File: config.mk
export PLATFORM = sky130hd
export DESIGN_NAME = tmr16_ctc
export DESIGN_NICKNAME = d
export VERILOG_FILES = /design/src/rtl/tmr16_pkg.sv /design/src/rtl/tmr16_regs.sv /design/src/rtl/tmr16_core.sv /design/src/rtl/tmr16_flags.sv /design/src/rtl/tmr16_ocpin.sv /design/src/rtl/tmr16_ctc.sv
export SDC_FILE = /design/constraint.sdc
export NUM_CORES = 1
export LEC_CHECK = 0
export BUFFER_PORTS_ARGS = -buffer_cell sky130_fd_sc_hd__buf_2
export CAP_MARGIN = 20
export CORE_UTILIZATION = 45
export DETAILED_ROUTE_END_ITERATION = 16
export PLACE_DENSITY_LB_ADDON = 0.25
export SETUP_SLACK_MARGIN = 0.5
export SLEW_MARGIN = 0
export SYNTH_ARGS = -nofsm -noshare
export SYNTH_HDL_FRONTEND = slang
export SYNTH_SLANG_ARGS = --single-unit
File: constraint.sdc
create_clock -name clk -period 4.1 [get_ports clk]
set_clock_uncertainty 0.2 [all_clocks]
set_input_delay 0.82 -clock clk [delete_from_list [all_inputs] [get_ports clk]]
set_output_delay 0.82 -clock clk [all_outputs]
set_load 0.005 [all_outputs]
File: src/rtl/tmr16_pkg.sv
`timescale 1ns/1ps
package tmr16_pkg;
  localparam int ADDR_W = 3;
  localparam logic [ADDR_W-1:0] A_COUNT = 3'd0;
  localparam logic [ADDR_W-1:0] A_CMPA  = 3'd1;
  localparam logic [ADDR_W-1:0] A_TOP   = 3'd2;
  localparam logic [ADDR_W-1:0] A_CTRL  = 3'd3;
  localparam logic [ADDR_W-1:0] A_FLAGS = 3'd4;

  typedef enum logic [1:0] {RUN_FREE, RUN_CLR_A, RUN_CLR_T} run_e;
  typedef enum logic [1:0] {OC_OFF = 2'b00, OC_TOG = 2'b01,
                            OC_CLR = 2'b10, OC_SET = 2'b11} oc_e;

  function automatic run_e decode_mode(input logic [3:0] code);
    case (code)
      4'd4:    return RUN_CLR_A;
      4'd12:   return RUN_CLR_T;
      default: return RUN_FREE;
    endcase
  endfunction
endpackage

File: src/rtl/tmr16_regs.sv
`timescale 1ns/1ps
module tmr16_regs
  import tmr16_pkg::*;
#(
  parameter int CNT_W = 16
) (
  input  logic              clk,
  input  logic              rst_n,
  input  logic              wr_en,
  input  logic [ADDR_W-1:0] addr,
  input  logic [CNT_W-1:0]  wdata,
  output logic [CNT_W-1:0]  cmpa,
  output logic [CNT_W-1:0]  topv,
  output logic [3:0]        mode_code,
  output oc_e               oc_mode
);
  always_ff @(posedge clk or negedge rst_n) begin
    if (!rst_n) begin
      cmpa      <= '0;
      topv      <= '0;
      mode_code <= '0;
      oc_mode   <= OC_OFF;
    end else if (wr_en) begin
      case (addr)
        A_CMPA: cmpa <= wdata;
        A_TOP:  topv <= wdata;
        A_CTRL: begin
          mode_code <= wdata[3:0];
          oc_mode   <= oc_e'(wdata[5:4]);
        end
        default: ;
      endcase
    end
  end
endmodule

File: src/rtl/tmr16_core.sv
`timescale 1ns/1ps
module tmr16_core
  import tmr16_pkg::*;
#(
  parameter int CNT_W = 16
) (
  input  logic             clk,
  input  logic             rst_n,
  input  logic             tick,
  input  logic             cnt_wr,
  input  logic [CNT_W-1:0] cnt_wdata,
  input  run_e             run,
  input  logic [CNT_W-1:0] cmpa,
  input  logic [CNT_W-1:0] topv,
  output logic [CNT_W-1:0] cnt,
  output logic             match_ev,
  output logic             wrap_ev
);
  localparam logic [CNT_W-1:0] ONE     = {{(CNT_W-1){1'b0}}, 1'b1};
  localparam logic [CNT_W-1:0] CNT_MAX = '1;

  logic adv;
  logic top_hit;

  assign adv      = tick && !cnt_wr;
  assign top_hit  = ((run == RUN_CLR_A) && (cnt == cmpa)) ||
                    ((run == RUN_CLR_T) && (cnt == topv));
  assign match_ev = adv && (cnt == cmpa);
  assign wrap_ev  = adv && (cnt == CNT_MAX);

  always_ff @(posedge clk or negedge rst_n) begin
    if (!rst_n)       cnt <= '0;
    else if (cnt_wr)  cnt <= cnt_wdata;
    else if (adv)     cnt <= top_hit ? '0 : cnt + ONE;
  end

  assert_hold_R2: assert property (@(posedge clk) disable iff (!rst_n)
    (!tick && !cnt_wr) |=> $stable(cnt));
  assert_step_R3: assert property (@(posedge clk) disable iff (!rst_n)
    (tick && !cnt_wr && run == RUN_FREE) |=> (cnt == ($past(cnt) + ONE)));
  assert_clr_a_R6: assert property (@(posedge clk) disable iff (!rst_n)
    (tick && !cnt_wr && run == RUN_CLR_A && cnt == cmpa) |=> (cnt == '0));
  assert_clr_t_R7: assert property (@(posedge clk) disable iff (!rst_n)
    (tick && !cnt_wr && run == RUN_CLR_T && cnt == topv) |=> (cnt == '0));
  assert_load_R10: assert property (@(posedge clk) disable iff (!rst_n)
    cnt_wr |=> (cnt == $past(cnt_wdata)));
endmodule

File: src/rtl/tmr16_flags.sv
`timescale 1ns/1ps
module tmr16_flags (
  input  logic       clk,
  input  logic       rst_n,
  input  logic       ovf_set,
  input  logic       cmp_set,
  input  logic       ovf_ack,
  input  logic       cmp_ack,
  input  logic       clr_wr,
  input  logic [1:0] clr_bits,
  output logic       ovf,
  output logic       cmpf
);
  logic ovf_clr, cmp_clr;
  assign ovf_clr = ovf_ack || (clr_wr && clr_bits[0]);
  assign cmp_clr = cmp_ack || (clr_wr && clr_bits[1]);

  always_ff @(posedge clk or negedge rst_n) begin
    if (!rst_n) begin
      ovf  <= 1'b0;
      cmpf <= 1'b0;
    end else begin
      if (ovf_set)      ovf <= 1'b1;
      else if (ovf_clr) ovf <= 1'b0;
      if (cmp_set)      cmpf <= 1'b1;
      else if (cmp_clr) cmpf <= 1'b0;
    end
  end

  assert_ovf_set_R4: assert property (@(posedge clk) disable iff (!rst_n)
    ovf_set |=> ovf);
  assert_ovf_sticky_R5: assert property (@(posedge clk) disable iff (!rst_n)
    (ovf && !ovf_ack && !(clr_wr && clr_bits[0])) |=> ovf);
  assert_cmp_set_R8: assert property (@(posedge clk) disable iff (!rst_n)
    cmp_set |=> cmpf);
  assert_cmp_sticky_R8: assert property (@(posedge clk) disable iff (!rst_n)
    (cmpf && !cmp_ack && !(clr_wr && clr_bits[1])) |=> cmpf);
endmodule

File: src/rtl/tmr16_ocpin.sv
`timescale 1ns/1ps
module tmr16_ocpin
  import tmr16_pkg::*;
(
  input  logic clk,
  input  logic rst_n,
  input  logic match_ev,
  input  oc_e  oc_mode,
  output logic pin
);
  always_ff @(posedge clk or negedge rst_n) begin
    if (!rst_n) pin <= 1'b0;
    else if (match_ev) begin
      case (oc_mode)
        OC_TOG:  pin <= ~pin;
        OC_CLR:  pin <= 1'b0;
        OC_SET:  pin <= 1'b1;
        default: ;
      endcase
    end
  end

  assert_pin_idle_R9: assert property (@(posedge clk) disable iff (!rst_n)
    (!match_ev || oc_mode == OC_OFF) |=> $stable(pin));
  assert_pin_set_R9: assert property (@(posedge clk) disable iff (!rst_n)
    (match_ev && oc_mode == OC_SET) |=> pin);
  assert_pin_clr_R9: assert property (@(posedge clk) disable iff (!rst_n)
    (match_ev && oc_mode == OC_CLR) |=> !pin);
endmodule

File: src/rtl/tmr16_ctc.sv
`timescale 1ns/1ps
module tmr16_ctc
  import tmr16_pkg::*;
#(
  parameter int CNT_W = 16
) (
  input  logic              clk,
  input  logic              rst_n,
  input  logic              tick,
  input  logic              wr_en,
  input  logic [ADDR_W-1:0] addr,
  input  logic [CNT_W-1:0]  wdata,
  output logic [CNT_W-1:0]  rdata,
  input  logic              ovf_ack,
  input  logic              cmp_ack,
  output logic              ovf_flag,
  output logic              cmp_flag,
  output logic              oc_pin
);
  logic [CNT_W-1:0] cmpa, topv, cnt;
  logic [3:0]       mode_code;
  oc_e              oc_mode;
  run_e             run;
  logic             match_ev, wrap_ev, cnt_wr, flag_wr;

  assign run     = decode_mode(mode_code);
  assign cnt_wr  = wr_en && (addr == A_COUNT);
  assign flag_wr = wr_en && (addr == A_FLAGS);

  tmr16_regs #(.CNT_W(CNT_W)) u_regs (
    .clk(clk), .rst_n(rst_n), .wr_en(wr_en), .addr(addr), .wdata(wdata),
    .cmpa(cmpa), .topv(topv), .mode_code(mode_code), .oc_mode(oc_mode)
  );

  tmr16_core #(.CNT_W(CNT_W)) u_core (
    .clk(clk), .rst_n(rst_n), .tick(tick), .cnt_wr(cnt_wr),
    .cnt_wdata(wdata), .run(run), .cmpa(cmpa), .topv(topv),
    .cnt(cnt), .match_ev(match_ev), .wrap_ev(wrap_ev)
  );

  tmr16_flags u_flags (
    .clk(clk), .rst_n(rst_n), .ovf_set(wrap_ev), .cmp_set(match_ev),
    .ovf_ack(ovf_ack), .cmp_ack(cmp_ack), .clr_wr(flag_wr),
    .clr_bits(wdata[1:0]), .ovf(ovf_flag), .cmpf(cmp_flag)
  );

  tmr16_ocpin u_oc (
    .clk(clk), .rst_n(rst_n), .match_ev(match_ev), .oc_mode(oc_mode),
    .pin(oc_pin)
  );

  always_comb begin
    rdata = '0;
    case (addr)
      A_COUNT: rdata = cnt;
      A_CMPA:  rdata = cmpa;
      A_TOP:   rdata = topv;
      A_CTRL:  rdata[5:0] = {oc_mode, mode_code};
      A_FLAGS: rdata[1:0] = {cmp_flag, ovf_flag};
      default: rdata = '0;
    endcase
  end
endmodule

==> key figures <==
Clocking
  • Clk slew on worst S/H paths: 0.06 ns
  • Skew-Pair Late Insertion Delay: 0.34 ns
  • # hold bufs at CTS: 0
  • CTS tree: built
  • Clk sinks: between 50 and 60
  • H-Tree Depth: 3
  • Clock buffer count from CTS: 9
  • # Post-CTS Setup Buffers: 0
  • Cts repair resizes: 0
  • CTS root buf: clkbuf_8
  • CTS Buffer Depth: 2

STA
  • Rel. slew slack: 41.9%
  • Final setup viols: 0
  • Slew Viols, Final: 0
  • Fmax: between 300 and 400 MHz
  • Setup TNS: 0 ns
  • Actual slew at the worst max-slew pin: 0.870 ns
  • Final hold viol count: 0
  • Post-route clock period utilization: between 70% and 80%
  • RSZ-0062 raised after global routing: no
  • Final min period: 3.15 ns

Pwr
  • Pleak: 1.68 nW
  • Sequential power share: 47.5%
  • Clock Power Share: between 20% and 30%
  • Max VDD drop: 0.000222 V
  • Total power: roughly 1.8 mW
  • Switching Share: approximately a third
  • Power density over cell area: 465 mW/mm^2
  • Psw: 614 uW
  • Combinational power share: 27.3%
  • Pint: roughly 1.2 mW

Global route
  • Gr ovfl total: 0
  • First-pass GRT wire length: ~15 mm
  • Vias in the first global route: 2726
  • GR Util All Layers: between 20% and 30%
  • Antenna violations before repair: 0
  • Largest net degree at the start of global routing: 38

Floorplanning
  • Die ar.: between 0.008 and 0.009 mm^2
  • DIE HEIGHT: 90.3 um
  • Initial core utilization: a little under half
  • Core footprint: 0.00741 mm^2
  • Io pins: 44
  • Row count: 31
  • Die width: 90.3 um

Logic synthesis
  • Synth Warn #: 0
  • Post-synthesis cell type count: 40
  • Post-synth EDFFs: 0
  • Post-synthesis sequential area ratio: 40.7%
  • Synth area leaders: dfrtp_1 (41%), mux2_2 (13%), xor2_1 (6.0%)
  • Mapped Nets: 361
  • Yosys top cell area share: 40.7%
  • Post-Syn Instances: 335
  • Post-synthesis register bit count: 57
  • Most common flop cell mapped by yosys: dfrtp_1
  • Synth area leader: dfrtp_1
  • Asr flop ratio synth: 100%
  • Synthesized area per cell: 10.5 um^2
  • Mapped Area: 0.00351 mm^2

Worst setup path
  • Critical register-to-register path startpoint: u_core.cnt[13]
  • Critical path startpoint category: input port
  • Cell mode on critical path: buf_2
  • CP Capture Type: output port
  • Worst Path Arrival: about 2.1 ns
  • Critical path peak fanout: 22
  • Kind of critical path: in2out
  • Reg2Reg Setup Slack: 1.23 ns
  • WP data required: ~3.1 ns
  • Reg2Reg Depth: 6
  • RR Endpoint: u_core.cnt[14]
  • Critical-path cell list: buf_2 > mux2_2 > a22oi_1 > o22ai_1 > buf_2
  • CP top delay family: buffers and inverters
  • Worst path max stage delay: 0.47 ns
  • Slowest CP cell: buf_2
  • Crit path buf inv count: 2

Hold path
  • Hold Startpoint: u_regs.mode_code[1]
  • Type of the tightest min-delay check: reg2reg
  • Hold path cells: 1
  • Hold EP: u_regs.mode_code[1]

Route
  • Vias: 2700
  • Drt drc: 0
  • Antenna Nets Post-Route: 0
  • Total routed wirelength: 8.59 mm
  • DRT Pass-1 Iters: 4
  • Vias/cell: 5.78
  • Wire length per cell: 18.4 um
  • DR iter-0 viols: 181

Final layout
  • Layout cells sized above 1: 31.0%
  • Fin nets: 390
  • P&R area growth vs syn: 10.4%
  • Diodes inserted: 0

Outcome
  • Status: completed

Flow run
  • # Max-Cap Violations: 0

Placement
  • Port bufs: 43
  • Detailed-placement wirelength estimate: 6.06 mm
  • Routability cong.: roughly 0.82
-- stage by stage --
stage	cell area [um^2]	cells	hold slack, ns	utilization, %	setup slack, ns
floorplan	3510	335	0.293	-	1.19
CTS	3870	467	0.336	52.2	0.949
global route	3870	467	0.362	52.2	0.877
global placement	3710	452	0.316	50.1	0.913
detailed placement	3710	452	0.321	50.1	0.875
finish	3870	467	0.332	52.2	0.949
-- kinds of logic after synthesis --
logic type,count (synthesis),synth area share (%)
AND/OR/NAND/NOR,102,15.5
flip-flops,57,40.7
multiplexers,55,18.9
AO/OA/AOI/OAI,52,10.5
XOR/XNOR,35,8.74
buffers and inverters,33,5.28
adder cells (fa/ha/maj),1,0.357
-- synthesized netlist by cell type, types with 9 or more instances --
cell type  number
dfrtp_1        57
xor2_1         24
mux2i_1        10
nand2b_1       12
nand2_1        17
o21ai_0         9
a21oi_1        14
nor2_1         27
clkbuf_1       11
mux2_2         40
xnor2_1        11
buf_2          10
a211oi_1       11
a221o_1        11
-- final cells by class --
cell class	instances	area [um^2]
inverter	3	11.3
multi-input combinational	245	1890
fill	702	3540
tap	99	124
sequential	57	1430
timing repair buffer	48	253
clock buffer	11	141
clock inverter	4	20.0
-- cell usage in the layout, fill, tap and decap left out, types with 2 or more instances in the layout --
cell,Yosys,layout
dfrtp_1,57,57
buf_2,10,43
mux2_2,40,40
nor2_1,27,27
xor2_1,24,24
nand2_1,17,17
a21oi_1,14,14
nand2b_1,12,12
xnor2_1,11,11
a211oi_1,11,11
a221o_1,11,11
mux2i_1,10,10
clkbuf_8,0,10
o21ai_0,9,9
nand3_1,7,7
nor4_1,7,7
and2_1,6,6
nand4_1,6,6
mux4_2,5,5
buf_4,3,5
nor3b_1,4,4
clkinv_2,0,4
inv_1,3,3
or2_2,3,3
and3_1,3,3
nor2b_1,2,2
a22oi_1,2,2
nor3_1,2,2
or3_1,2,2
-- state kept, by name (all words and copies together) (netlist names) --
signal / count
u_core.cnt: 16
u_regs.cmpa: 16
u_regs.topv: 16
u_regs.mode_code: 4
u_regs.oc_mode: 2
u_flags.cmpf: 1
u_flags.ovf: 1
u_oc.pin: 1
-- layer usage --
metal  track usage [%]  vias up  part of all wire, %  wire (um)
li1                  -     1250                    -          -
met3              4.63       16                  6.1        526
met4              9.95        0                  2.0        171
met5                 0        -                    0          0
met2              35.6       90                   47       4070
met1              32.6     1344                   44       3810
-- worst max path at each step --
stage / end / slack, ns / from / cells past startpoint
final: rdata[0] / 0.95 / addr[1] / 5
after global routing: rdata[1] / 0.88 / addr[1] / 5
after CTS: rdata[0] / 0.95 / addr[1] / 5
after detailed placement: u_core.cnt[8] / 0.87 / addr[1] / 5
after global placement: u_core.cnt[9] / 0.91 / addr[1] / 5
after floorplan: rdata[10] / 1.19 / addr[1] / 6
-- power by group through the flow --
| stage | Combinational [mW] | Sequential [mW] | Clock [mW] |
|---|---|---|---|
| final | 0.491 | 0.855 | 0.453 |
| after CTS | 0.496 | 0.856 | 0.466 |
| after global placement | 0.485 | 0.857 | 0 |
| after detailed placement | 0.492 | 0.866 | 0 |
| after floorplan | 0.451 | 0.771 | 0 |
| after global routing | 0.547 | 0.878 | 0.490 |
(Power assumes the default switching activity.)
